==> config.mk <==
export PLATFORM = sky130hd
export DESIGN_NAME = rng_word_buffer
export DESIGN_NICKNAME = d
export VERILOG_FILES = /design/src/rtl/rwb_pkg.sv /design/src/rtl/rwb_bit_collector.sv /design/src/rtl/rwb_fill_timer.sv /design/src/rtl/rwb_csr.sv /design/src/rtl/rng_word_buffer.sv
export SDC_FILE = /design/constraint.sdc
export NUM_CORES = 1
export LEC_CHECK = 0
export BUFFER_PORTS_ARGS = -buffer_cell sky130_fd_sc_hd__buf_2
export CORE_MARGIN = 2
export CORE_UTILIZATION = 40
export CTS_CLUSTER_DIAMETER = 120
export CTS_CLUSTER_SIZE = 28
export DETAILED_ROUTE_END_ITERATION = 10
export PLACE_DENSITY_LB_ADDON = 0.05
export SKIP_LAST_GASP = 1
export SYNTH_ARGS = -nofsm -noshare
export SYNTH_HDL_FRONTEND = slang
export SYNTH_SLANG_ARGS = --single-unit
==> constraint.sdc <==
create_clock -name clk -period 1.9 [get_ports clk]
set_input_delay 0.38 -clock clk [delete_from_list [all_inputs] [get_ports clk]]
set_output_delay 0.38 -clock clk [all_outputs]
set_load 0.005 [all_outputs]
==> src/rtl/rwb_pkg.sv <==
`timescale 1ns/1ps
// Package: shared constants for the random word buffer.
// Assumes a 32-bit register data path and byte-addressed 8-bit offsets.
package rwb_pkg;
    localparam int DATA_W     = 32;
    localparam int ADDR_W     = 8;
    localparam int CYC_W      = 16;
    localparam int MIN_W      = 8;

    localparam logic [ADDR_W-1:0] OFS_STATUS = 8'h10;
    localparam logic [ADDR_W-1:0] OFS_CTRL   = 8'h14;
    localparam logic [ADDR_W-1:0] OFS_CFG    = 8'h18;

    localparam int ST_READY    = 0;
    localparam int ST_STARVE   = 1;
    localparam int CTRL_EN_BIT = 10;
    localparam int CFG_MAX_LSB = 16;
endpackage

==> src/rtl/rwb_bit_collector.sv <==
`timescale 1ns/1ps
// Module: rwb_bit_collector
// Shifts accepted source bits into a buffer, earliest bit ending at the MSB,
// and counts them up to TOTAL_BITS. Assumes clear and run are never both high.
module rwb_bit_collector #(
    parameter int TOTAL_BITS = 128
) (
    input  logic                  clk,
    input  logic                  rst_n,
    input  logic                  clear,
    input  logic                  run,
    input  logic                  src_valid,
    input  logic                  src_bit,
    output logic [TOTAL_BITS-1:0] bits_q,
    output logic                  full
);
    localparam int CNT_W = $clog2(TOTAL_BITS + 1);

    logic [CNT_W-1:0] cnt_q;
    logic             accept;

    assign full   = (cnt_q == CNT_W'(TOTAL_BITS));
    assign accept = run && src_valid && !full;

    // Track how many bits the current fill has taken.
    always_ff @(posedge clk) begin
        if (!rst_n)      cnt_q <= '0;
        else if (clear)  cnt_q <= '0;
        else if (accept) cnt_q <= cnt_q + 1'b1;
    end

    // Shift each accepted bit in at the LSB end.
    always_ff @(posedge clk) begin
        if (!rst_n)      bits_q <= '0;
        else if (accept) bits_q <= {bits_q[TOTAL_BITS-2:0], src_bit};
    end

    assert_count_bound_R3: assert property (@(posedge clk) disable iff (!rst_n)
        cnt_q <= CNT_W'(TOTAL_BITS));

    assert_frozen_R6: assert property (@(posedge clk) disable iff (!rst_n)
        !run |=> $stable(bits_q));
endmodule

==> src/rtl/rwb_fill_timer.sv <==
`timescale 1ns/1ps
// Module: rwb_fill_timer
// Counts cycles spent in the current fill, saturating. Declares the fill done
// once the buffer is full and the minimum count is met. Flags starvation when
// the maximum count is reached before the buffer is full (a maximum of 0 disables this).
module rwb_fill_timer #(
    parameter int CYC_W = 16,
    parameter int MIN_W = 8
) (
    input  logic             clk,
    input  logic             rst_n,
    input  logic             clear,
    input  logic             run,
    input  logic             full,
    input  logic [MIN_W-1:0] min_cyc,
    input  logic [CYC_W-1:0] max_cyc,
    output logic             done,
    output logic             starve,
    output logic [CYC_W-1:0] cyc_q
);
    // Count fill cycles, restarting on clear and holding at all-ones.
    always_ff @(posedge clk) begin
        if (!rst_n)                     cyc_q <= '0;
        else if (clear)                 cyc_q <= '0;
        else if (run && (cyc_q != '1))  cyc_q <= cyc_q + 1'b1;
    end

    // Completion and starvation decisions for this cycle.
    always_comb begin
        done   = run && full && (cyc_q >= CYC_W'(min_cyc));
        starve = run && !full && (max_cyc != '0) && (cyc_q == max_cyc);
    end
endmodule

==> src/rtl/rwb_csr.sv <==
`timescale 1ns/1ps
// Module: rwb_csr
// Register file: the output words (read only), the status flags (write one to
// clear), the control register (enable and interrupt masks) and the pacing
// configuration. Reads are combinational and free of side effects.
module rwb_csr
    import rwb_pkg::*;
#(
    parameter int NUM_WORDS = 4
) (
    input  logic                        clk,
    input  logic                        rst_n,
    input  logic                        wr_en,
    input  logic [ADDR_W-1:0]           wr_addr,
    input  logic [DATA_W-1:0]           wr_data,
    input  logic [ADDR_W-1:0]           rd_addr,
    output logic [DATA_W-1:0]           rd_data,
    input  logic [NUM_WORDS*DATA_W-1:0] buffer_bits,
    input  logic                        fill_done,
    input  logic                        starve_hit,
    output logic                        enable,
    output logic [MIN_W-1:0]            min_cyc,
    output logic [CYC_W-1:0]            max_cyc,
    output logic                        ready,
    output logic                        clear_fill,
    output logic                        irq
);
    localparam int TOTAL_BITS = NUM_WORDS * DATA_W;

    logic       status_wr, ctrl_wr, cfg_wr;
    logic       ready_q, starve_q, en_q;
    logic [1:0] mask_q;
    logic       unused_wr_bits;

    assign status_wr      = wr_en && (wr_addr == OFS_STATUS);
    assign ctrl_wr        = wr_en && (wr_addr == OFS_CTRL);
    assign cfg_wr         = wr_en && (wr_addr == OFS_CFG);
    assign unused_wr_bits = ^{wr_data[15:11], wr_data[9:8]};

    // Status flags: ready is set by the engine and starve by the timer; software clears both.
    always_ff @(posedge clk) begin
        if (!rst_n) begin
            ready_q  <= 1'b0;
            starve_q <= 1'b0;
        end else begin
            if (status_wr && wr_data[ST_READY]) ready_q <= 1'b0;
            else if (fill_done)                 ready_q <= 1'b1;
            if (starve_hit)                          starve_q <= 1'b1;
            else if (status_wr && wr_data[ST_STARVE]) starve_q <= 1'b0;
        end
    end

    // Control register: engine enable and the two interrupt masks.
    always_ff @(posedge clk) begin
        if (!rst_n) begin
            en_q   <= 1'b0;
            mask_q <= '0;
        end else if (ctrl_wr) begin
            en_q   <= wr_data[CTRL_EN_BIT];
            mask_q <= wr_data[1:0];
        end
    end

    // Pacing configuration: maximum and minimum refill cycle counts.
    always_ff @(posedge clk) begin
        if (!rst_n) begin
            max_cyc <= '0;
            min_cyc <= '0;
        end else if (cfg_wr) begin
            max_cyc <= wr_data[CFG_MAX_LSB +: CYC_W];
            min_cyc <= wr_data[MIN_W-1:0];
        end
    end

    // Read multiplexer over the output words and the three registers.
    always_comb begin
        rd_data = '0;
        for (int k = 0; k < NUM_WORDS; k++) begin
            if (rd_addr == ADDR_W'(4 * k))
                rd_data = buffer_bits[TOTAL_BITS-1-DATA_W*k -: DATA_W];
        end
        if (rd_addr == OFS_STATUS) begin
            rd_data[ST_READY]  = ready_q;
            rd_data[ST_STARVE] = starve_q;
        end
        if (rd_addr == OFS_CTRL) begin
            rd_data[CTRL_EN_BIT] = en_q;
            rd_data[1:0]         = mask_q;
        end
        if (rd_addr == OFS_CFG) begin
            rd_data[CFG_MAX_LSB +: CYC_W] = max_cyc;
            rd_data[MIN_W-1:0]            = min_cyc;
        end
    end

    assign enable     = en_q;
    assign ready      = ready_q;
    assign clear_fill = !en_q || (status_wr && wr_data[ST_READY] && ready_q);
    assign irq        = (ready_q && mask_q[0]) || (starve_q && mask_q[1]);

    assert_ready_hold_R7: assert property (@(posedge clk) disable iff (!rst_n)
        ready_q && !(status_wr && wr_data[ST_READY]) |=> ready_q);

    assert_starve_sticky_R8: assert property (@(posedge clk) disable iff (!rst_n)
        starve_q && !(status_wr && wr_data[ST_STARVE]) |=> starve_q);

    assert_irq_source_R9: assert property (@(posedge clk) disable iff (!rst_n)
        irq |-> (ready_q || starve_q));
endmodule

==> src/rtl/rng_word_buffer.sv <==
`timescale 1ns/1ps
// Module: rng_word_buffer (top)
// Collects NUM_WORDS*32 random bits per fill and exposes them as read-only
// words with a write-one-to-clear ready handshake. Fills are paced by
// configurable minimum and maximum cycle counts.
module rng_word_buffer
    import rwb_pkg::*;
#(
    parameter int NUM_WORDS = 4
) (
    input  logic              clk,
    input  logic              rst_n,
    input  logic              src_valid,
    input  logic              src_bit,
    input  logic              wr_en,
    input  logic [ADDR_W-1:0] wr_addr,
    input  logic [DATA_W-1:0] wr_data,
    input  logic [ADDR_W-1:0] rd_addr,
    output logic [DATA_W-1:0] rd_data,
    output logic              irq
);
    localparam int TOTAL_BITS = NUM_WORDS * DATA_W;

    logic [TOTAL_BITS-1:0] buffer_bits;
    logic                  full, run, clear_fill, enable, ready;
    logic                  fill_done, starve_hit;
    logic [MIN_W-1:0]      min_cyc;
    logic [CYC_W-1:0]      max_cyc, cyc_q;

    assign run = enable && !ready;

    rwb_bit_collector #(.TOTAL_BITS(TOTAL_BITS)) u_collect (
        .clk(clk), .rst_n(rst_n), .clear(clear_fill), .run(run),
        .src_valid(src_valid), .src_bit(src_bit),
        .bits_q(buffer_bits), .full(full)
    );

    rwb_fill_timer #(.CYC_W(CYC_W), .MIN_W(MIN_W)) u_timer (
        .clk(clk), .rst_n(rst_n), .clear(clear_fill), .run(run), .full(full),
        .min_cyc(min_cyc), .max_cyc(max_cyc),
        .done(fill_done), .starve(starve_hit), .cyc_q(cyc_q)
    );

    rwb_csr #(.NUM_WORDS(NUM_WORDS)) u_csr (
        .clk(clk), .rst_n(rst_n), .wr_en(wr_en), .wr_addr(wr_addr),
        .wr_data(wr_data), .rd_addr(rd_addr), .rd_data(rd_data),
        .buffer_bits(buffer_bits), .fill_done(fill_done),
        .starve_hit(starve_hit), .enable(enable), .min_cyc(min_cyc),
        .max_cyc(max_cyc), .ready(ready), .clear_fill(clear_fill), .irq(irq)
    );

    assert_full_before_ready_R3: assert property (@(posedge clk) disable iff (!rst_n)
        $rose(ready) |-> $past(full));

    assert_min_pace_R4: assert property (@(posedge clk) disable iff (!rst_n)
        $rose(ready) |-> ($past(cyc_q) >= CYC_W'($past(min_cyc))));

    assert_idle_when_off_R5: assert property (@(posedge clk) disable iff (!rst_n)
        !enable |=> !$rose(ready));
endmodule

* Yosys cells after proc, flatten, opt, wreduce, memory -nomap -nowiden
Cells that the tools add are included.
Operators by class: add/sub/neg operators 2, $lt $le $gt $ge 1, equal/unequal tests 12, mux-type cells 11, bitwise logic cells 1, reduce and logical (&&, ||, !) cells 27
Operator list (number):
- $mux W32 | 4
- $eq A8 B5 Y1 const B | 6
- $logic_and A1 B1 Y1 | 17
- $add A16 B1 Y16 const B | 1
- $eq A16 B16 Y1 | 1
- $eq A8 B4 Y1 const B | 2
- $ge A16 B8 Y1 | 1
- $mux W16 | 1
- $ne A16 B16 Y1 const B | 1
- $reduce_bool A16 Y1 | 1
- $add A8 B1 Y8 const B | 1
- $eq A8 B3 Y1 const B | 1
- $eq A8 B8 Y1 const B | 1
- $logic_not A8 Y1 | 1
- $mux W8 | 1
- $mux W2 | 2
- $reduce_or A2 Y1 | 2
- $logic_not A1 Y1 | 3
- $mux W1 | 3
- $logic_or A1 B1 Y1 | 2
- $reduce_bool A2 Y1 | 1
- $not A1 Y1 | 1
Storage, ports and cells: bits in registers 181, input port bits 53, output and inout bits 33, word-level logic and storage cells 63

* Depth between registers and ports, before layout
Gate-level depths: netlist (run 1).
word-level depth 8, gate-level depth with buffers 9, gate-level depth less buffers 7

* By module
Synthesis (run 1) repeated with hierarchy kept, for this count alone.
Unflattened totals: cell total of the unflattened synthesis 990, area total of the unflattened synthesis 8959.8 um2
By module, submodules not included:
- rwb_bit_collector | instances 1, cells each 464, area each 4941.0 um2, seq. area each 2722.6 um2
- rwb_csr | instances 1, cells each 370, area each 2752.6 um2, seq. area each 580.6 um2
- rwb_fill_timer | instances 1, cells each 155, area each 1252.5 um2, seq. area each 320.3 um2
- rng_word_buffer | instances 1, cells each 1, area each 13.8 um2, seq. area each 0.0 um2

* Worst setup path after synthesis (run 1)
Ideal clock, no wire load.
kind input -> output, from in rd_addr[2], to out rd_data[24], data arrival time 1.537 ns, data required time 1.520 ns, setup slack -0.017 ns, stages 5, buffers on the path 2, cells stage by stage clkbuf_1 -> clkbuf_1 -> mux2_2 -> o22ai_1 -> nor3_1
Between the ends: longest elaborated chain between the ends 6, elaborated cells on any way between the ends 10, classes of those cells eq/ne (4); mux (5); reduce/logical (1)
RTL lines:
- from (decl) | RTL line rng_word_buffer.sv:18 | input logic [ADDR_W-1:0] rd_addr,
- $logic_not A8 Y1 | RTL line rwb_csr.sv:79 | if (rd_addr == ADDR_W'(4 * k))
- $mux W32 (4 in a row) | RTL line rwb_csr.sv:79
- $mux W16 (*) | RTL line rwb_csr.sv:90 | if (rd_addr == OFS_CFG) begin
- to (decl) | RTL line rng_word_buffer.sv:19 | output logic [DATA_W-1:0] rd_data,
Mark *: on every way between the ends. The rest lies on a longest branch, timed or not.

* Worst setup path after layout (run 1)
from reg u_collect.cnt_q[0], to reg u_collect.bits_q[82]
Between the ends: longest elaborated chain between the ends 3
RTL lines:
- from (decl) | RTL line rwb_bit_collector.sv:19 | logic [CNT_W-1:0] cnt_q;
- from (signal assigned) | RTL line rwb_bit_collector.sv:29 | else if (accept) cnt_q <= cnt_q + 1'b1;
- $eq A8 B8 Y1 | RTL line rwb_bit_collector.sv:22 | assign full = (cnt_q == CNT_W'(TOTAL_BITS));
- $logic_not A1 Y1 | RTL line rwb_bit_collector.sv:23 | assign accept = run && src_valid && !full;
- $logic_and A1 B1 Y1 | RTL line rwb_bit_collector.sv:23
- to (signal assigned) | RTL line rwb_bit_collector.sv:35 | else if (accept) bits_q <= {bits_q[TOTAL_BITS-2:0], src_bit};
- to (decl) | RTL line rwb_bit_collector.sv:14 | output logic [TOTAL_BITS-1:0] bits_q,
Every way passes these cells. A chain may end at the register's enable or synchronous reset.

==> flow_summary_export.csv, run 1 <==
group,metric,value,unit
drt,num_vias,8012,
cells_and_area,area_growth,37.85,%
drt,totalWireLength,27550,um
clocking,cts.htree.levels,4,
power_and_ir_drop,powerDensity,654.2,mW/mm^2
die,rows,53,
clocking,cts-root-buf,"clkbuf_16",
hold_path,worstHoldStart,"wr_data[29]",
placed_design,place_ws,-0.1094,ns
setup_path,path_max_fanout,6,
die,core_area,0.02109,sq mm
timing,fmax,499.2,MHz
power_and_ir_drop,finalPower,7.781,mW
setup_path,crit_arrival,2.33,ns
timing,drv_slew,0,
setup_path,cp_data_required_time,2.22,ns
setup_path,worstSetupEndpointType,"register",
grt,grt_pass1_wl,41180,um
logic_synthesis,synth-adder-area-share,1.595,%
logic_synthesis,syn_avg_cell_area,7.894,sq um
drt,antenna_left,0,
cells_and_area,drive_above_1_share,34.83,%
logic_synthesis,syn_inst,1093,
grt,grt_usage,23.29,%
logic_synthesis,synth-seq-cells,181,
logic_synthesis,ys_seq_area_share,42.00,%
die,io_pins,86,
hold_path,holdCritPathClass,"input port to register",
cells_and_area,fillers,1956,
logic_synthesis,synth_xor_area_share,3.248,%
logic_synthesis,synth_cell_type_count,52,
placed_design,place.gp.congestion,0.8559,
logic_synthesis,synth_top_flop_cell,"dfxtp_1",
power_and_ir_drop,peakVddDrop,537.6,uV
setup_path,cp-startpoint,"u_collect.cnt_q[0]$_SDFFE_PP0P_",
timing,rsz0062_at_grt,"true",
logic_synthesis,synth-edff-count,0,
setup_path,startpoint_type,"register",
timing,fin_crit,2.003,ns
placed_design,dp_hpwl,16710,um
logic_synthesis,synth_async_sr_flop_share,0,%
timing,setup_violations,40,
timing,fin_skew,0.01168,ns
power_and_ir_drop,leakage,4.539,nW
logic_synthesis,synth.top_cell.area_share,42.00,%
logic_synthesis,synth_compound_area_share,15.30,%
timing,worstMarginPinSlew,0.4601,ns
run_status,violations,"negative setup slack",
die,die_h,150.9,um
clocking,cts.sink_count,181,
timing,final_hold_viol_count,0,
logic_synthesis,synth_area_leader_cell,"dfxtp_1",
timing,layout_setup_ws,-0.1032,ns
drt,drt_iter0_drc,440,
cells_and_area,antenna_cells,0,
run,maxCapViolations,0,
setup_path,worstSetupPathType,"register to register",
clocking,numCtsBuffers,17,
clocking,cts.path.max_buffers,2,
logic_synthesis,synth_area,0.008628,sq mm
cells_and_area,fin_nets,1297,
die,initial_utilization,40.92,%
clocking,insertion_delay,0.44,ns
logic_synthesis,synthSimpleGateAreaFrac,23.49,%
grt,first_global_vias,7468,
run_status,status,"finished, violations left",
timing,finalCritPeriodShare,105.4,%
logic_synthesis,synth_top_family_by_area,"simple AND/OR/NAND/NOR gates",
drt,route.detailed.drc,0,
placed_design,numPortBuffers,78,
timing,slew_headroom,69.04,%
logic_synthesis,synth_warnings,0,
clocking,cts_tree,"built",
setup_path,r2r_start,"u_collect.cnt_q[0]$_SDFFE_PP0P_",
logic_synthesis,muxShareOfSynthArea,8.875,%
logic_synthesis,netlist_top_cells_area,"dfxtp_1 (42%), nand2_1 (12%), a21oi_1 (5.3%)",
drt,wire_per_inst,18.12,um
logic_synthesis,syn_nets,1157,
drt,dr.pass1.iters,5,
clocking,clkTransAtPathRegs,0.07,ns
die,fp.dieW,150.9,um
grt,gr-total-overflow,0,
grt,grt_start_max_net_pins,47,
die,dieArea,0.02276,sq mm
grt,antenna_found_initial,0,
drt,viasPerCell,5.268,
path summary, 6_finish.rpt:
path / slack, ns / to / cells past startpoint
worst max register to register: -0.10 / u_collect.bits_q[82]$_SDFFE_PN0P_ / 11
worst min-delay path: 0.17 / u_csr.max_cyc[13]$_SDFFE_PN0P_ / 3
worst min register to register: 0.46 / u_collect.bits_q[127]$_SDFFE_PN0P_ / 2
worst max-delay path: -0.10 / u_collect.bits_q[82]$_SDFFE_PN0P_ / 11
layout by cell type, fill, tap and decap left out, types with 17 or more instances in the layout:
cell type  synthesis  final
a21boi_1          30     31
a21oi_1           92     70
a21oi_2            0     22
buf_12             0     22
buf_2             35     75
buf_4              3     76
clkbuf_16          0     27
dfxtp_1          181    125
dfxtp_2            0     39
dfxtp_4            0     17
inv_1             27     22
mux2_2            18     18
mux2i_1           36     34
nand2_1          276    240
nand2_4            0     28
nor2_1            97     95
nor3_1            33     22
o21ai_0           50     22
o21ai_1            0     24
Yosys cell counts, types with 9 or more instances:
cell,count
a21boi_0,19
a21boi_1,30
a21oi_1,92
buf_2,35
clkbuf_1,41
dfxtp_1,181
ha_1,11
inv_1,27
mux2_2,18
mux2i_1,36
mux4_2,9
nand2_1,276
nand4_1,12
nor2_1,97
nor3_1,33
nor4_1,14
o21ai_0,50
o22ai_1,18
xnor2_1,16
xor2_1,16
report_power, final:
group / internal [mW] / switching (mW)
Sequential: 3.77 / 0.000891
Combinational: 0.212 / 0.262
Clock: 1.88 / 1.66
through the flow:
stage	cell area, sq um	TNS [ns]	cells	utilization, %	hold slack (ns)
6_report	11890	-3.069	1521	56.40	0.1680
5_1_grt	11890	-5.818	1521	56.40	0.1665
4_1_cts	11130	-2.463	1500	52.78	0.1506
3_5_place_dp	9807	-1.625	1438	46.51	0.4494
3_3_place_gp	9807	-1.624	1438	46.51	0.4472
2_1_floorplan	8630	0	1093	-	0.4367
critical path: stages (launching register included):
cell and delay (ns):
dfxtp_2 0.34, inv_2 0.05, ha_4 0.14, nor4b_4 0.12, and3_4 0.17, or3_4 0.39
buf_12 0.15, buf_12 0.13, buf_12 0.13, buf_16 0.15, nand2_4 0.05, a21boi_1 0.05
cell families (layout without fill, tap and decap cells):
family	Yosys count	count (layout)
compound gates	223	223
xor+xnor	32	32
fa+ha+maj	11	11
buf+inv	111	264
flops	181	181
mux	63	63
simple gates	472	472
area by class of cell:
cell class | instances | area [sq um] | area share (%)
Tap cell | 275 | 344.1 | 2.893
Clock buffer | 18 | 439.2 | 3.692
Timing Repair Buffer | 204 | 2067 | 17.38
Sequential cell | 181 | 3736 | 31.41
Multi-Input combinational cell | 801 | 5065 | 42.58
Clock inverter | 14 | 136.4 | 1.147
Inverter | 28 | 106.4 | 0.8942
layer usage:
layer  up-vias  wire length [um]  global-route usage [%]
met5         -                 0                       0
met4         0               379                   6.075
met3        23              1075                   3.404
met2       155             12940                   37.23
met1      3841             13160                   33.01
li1       3993                 -                       -
what timing repair did:
item                                    CTS  global route
hold buffers                              0             0
endpoints found under the hold margin     0             0
endpoints found under the setup margin  124           159
setup buffers                            26            14
gates cloned                              9            10
gates resized for setup                 127           154
pin swaps                                61            58
registers in the layout, indices dropped and copies added (netlist names):
| name | cells |
|---|---|
| u_csr.max_cyc | 16 |
| u_csr.mask_q | 2 |
| u_csr.starve_q | 1 |
| u_collect.bits_q | 128 |
| u_csr.ready | 1 |
| u_csr.min_cyc | 8 |
| u_collect.cnt_q | 8 |
| u_timer.cyc_q | 16 |
| u_csr.enable | 1 |
Power figures use the tool's default switching activity.
==> run 2, diff against run 1 <==
--- a/config.mk
+++ b/config.mk
@@ -6,9 +6,8 @@
 export NUM_CORES = 1
 export LEC_CHECK = 0
 export BUFFER_PORTS_ARGS = -buffer_cell sky130_fd_sc_hd__buf_2
-export CORE_MARGIN = 2
 export CORE_UTILIZATION = 40
-export CTS_CLUSTER_DIAMETER = 120
+export CTS_CLUSTER_DIAMETER = 200
 export CTS_CLUSTER_SIZE = 28
 export DETAILED_ROUTE_END_ITERATION = 10
 export PLACE_DENSITY_LB_ADDON = 0.05
==> flow_summary_export.csv, run 2 (same netlist as run 1, synthesis figures left out) <==
group,metric,value,unit
timing,slew_headroom,65.12,%
timing,layout_setup_ws,-0.08040,ns
setup_path,regToRegSetupSlack,-0.08,ns
clocking,cts.sink_count,181,
grt,grt_usage,23.15,%
timing,finalSetupTns,-2.004,ns
cells_and_area,antenna_cells,0,
clocking,clkTransAtPathRegs,0.08,ns
timing,fin_crit,1.980,ns
drt,num_vias,8114,
timing,rsz0062_at_grt,"true",
cells_and_area,area_growth,47.20,%
timing,drv_slew,0,
grt,gr-total-overflow,0,
die,rows,53,
setup_path,cp_data_required_time,1.52,ns
run,maxCapViolations,0,
setup_path,regToRegEndpoint,"u_collect.bits_q[50]$_SDFFE_PN0P_",
timing,fmax,504.9,MHz
setup_path,cpPeakStageDelay,0.45,ns
timing,final_hold_viol_count,0,
die,dieArea,0.02216,sq mm
die,core_area,0.02109,sq mm
grt,first_global_vias,7196,
die,io_pins,86,
timing,finalCritPeriodShare,104.2,%
setup_path,path_cells,"mux4_2 -> mux2i_1 -> nor2_1 -> buf_2",
setup_path,cp-startpoint,"u_csr.ready$_SDFFE_PP0P_",
hold_path,holdCritPathClass,"input port to register",
clocking,numCtsBuffers,17,
power_and_ir_drop,pwr-share-seq,45.9,%
power_and_ir_drop,powerDensity,644.2,mW/mm^2
cells_and_area,fillers,1885,
drt,drt_iter0_drc,467,
die,initial_utilization,40.92,%
hold_path,worst_hold_path.endpoint,"u_csr.max_cyc[0]$_SDFFE_PN0P_",
clocking,insertion_delay,0.45,ns
timing,setup_violations,80,
cells_and_area,largest_register,"u_collect.bits_q",
setup_path,worst_path_max_delay_cell,"mux4_2",
cells_and_area,post-route-util,60.23,%
timing,worstMarginPinSlew,0.5184,ns
drt,wire_per_inst,18.49,um
clocking,cts.htree.levels,4,
drt,totalWireLength,28180,um
run_status,status,"finished, violations left",
cells_and_area,top_regs,"u_collect.bits_q x128, u_csr.max_cyc x16, u_timer.cyc_q x16",
placed_design,place_inst,1436,
power_and_ir_drop,p_int,6.251,mW
cells_and_area,fin_nets,1301,
power_and_ir_drop,p_comb_share,6.5,%
power_and_ir_drop,leakage,4.747,nW
setup_path,startpoint_type,"register",
die,fp.dieW,148.9,um
drt,dr.pass1.iters,5,
drt,antenna_left,0,
setup_path,cp_top_family,"multiplexers",
clocking,cts-root-buf,"clkbuf_16",
placed_design,place.gp.congestion,0.8465,
placed_design,place_ws,-0.1574,ns
cells_and_area,final_common_cell,"nand2_1",
hold_path,whs_path_depth,3,
drt,route.detailed.drc,0,
grt,grt_pass1_wl,39780,um
setup_path,worstSetupPathType,"register to output pin",
placed_design,dp_hpwl,16370,um
power_and_ir_drop,swShare,23.61,%
timing,fin_skew,0.01928,ns
power_and_ir_drop,power_frac_clock,47.5,%
cells_and_area,mostFrequentLayoutCells,"nand2_1 (171), dfxtp_1 (106), nor2_1 (91)",
power_and_ir_drop,peakVddDrop,445.4,uV
setup_path,reg2regPathDepth,9,
die,die_h,148.9,um
setup_path,crit_arrival,1.60,ns
setup_path,cp_num_buf_inv,1,
grt,antenna_found_initial,0,
cells_and_area,layoutNonFillerInstCount,1524,
setup_path,r2r_start,"u_collect.cnt_q[1]$_SDFFE_PP0P_",
drt,viasPerCell,5.324,
setup_path,worstSetupEndpointType,"output pin",
grt,grt_start_max_net_pins,68,
setup_path,path_max_fanout,2,
cells_and_area,drive_above_1_share,46.84,%
placed_design,numPortBuffers,78,
clocking,cts.path.max_buffers,2,
run_status,violations,"negative setup slack",
clocking,cts_tree,"built",
clocking,postCtsHoldBufs,0,
power_and_ir_drop,switchingPower,1.932,mW
hold_path,worstHoldStart,"wr_data[16]",
cells_and_area,largest_reg_flops,128,
[run 2: cell types whose count changed in the layout (fill, tap and decap cells not counted), sizes merged]
cell    before  now
clkbuf      28   32
bufinv       1    4
clkinv       5    2
inv         34   33
[run 2: cell type report]
type,instances,area (sq um),area share [%]
Clock buffer,18,439.2,3.458
Clock inverter,13,192.7,1.517
Inverter,28,106.4,0.8374
Multi-Input combinational cell,801,5763,45.37
Sequential cell,181,3772,29.70
Tap cell,275,344.1,2.709
Timing Repair Buffer,208,2083,16.40
[run 2: worst max path at each step]
stage / to / cells past startpoint / slack (ns)
final: rd_data[0] / 4 / -0.08
after global routing: u_collect.bits_q[50]$_SDFFE_PN0P_ / 9 / -0.14
after floorplan: u_collect.bits_q[0]$_SDFFE_PN0P_ / 9 / 0.02
after global placement: rd_data[30] / 7 / -0.13
after CTS: rd_data[0] / 4 / -0.1
after detailed placement: rd_data[30] / 7 / -0.16
[run 2: what timing repair did]
action	4_1_cts	5_1_grt
setup endpoints to repair	113	164
gates cloned	6	16
setup buffers	18	24
pin swaps	16	218
resized for setup	81	431
[run 2: through the flow]
step / total power [mW] / hold slack, ns / instance area, sq um
floorplan: 4.092 / 0.4367 / 8630
global placement: 4.274 / 0.4465 / 9742
detailed placement: 4.274 / 0.4490 / 9742
CTS: 8.181 / 0.1501 / 10820
global route: 8.448 / 0.1588 / 12700
finish: 8.183 / 0.1608 / 12700
[run 2: power groups by stage]
stage                     logic [mW]  clock network (mW)  registers, mW
after floorplan                0.212                   0           3.88
final                          0.532                3.89           3.76
after CTS                      0.439                3.96           3.78
after detailed placement       0.394                   0           3.88
after global routing           0.566                4.12           3.76
after global placement         0.394                   0           3.88
[run 2: metal layers]
metal / wire, um / share of wire (%) / track usage [%] / vias up
met5: 0 / 0 / 0 / -
met4: 235 / 0.83 / 4.949 / 0
met3: 1167 / 4.1 / 4.037 / 21
met2: 13330 / 47 / 36.17 / 160
met1: 13450 / 48 / 33.21 / 3937
li1: - / - / - / 3996
[run 2: tightest hold or removal path, delay by kind of cell]
| kind | cells | cell delay, ns |
|---|---|---|
| mux | 1 | 0.05 |
| simple gates | 1 | 0.07 |
| buf+inv | 1 | 0.07 |
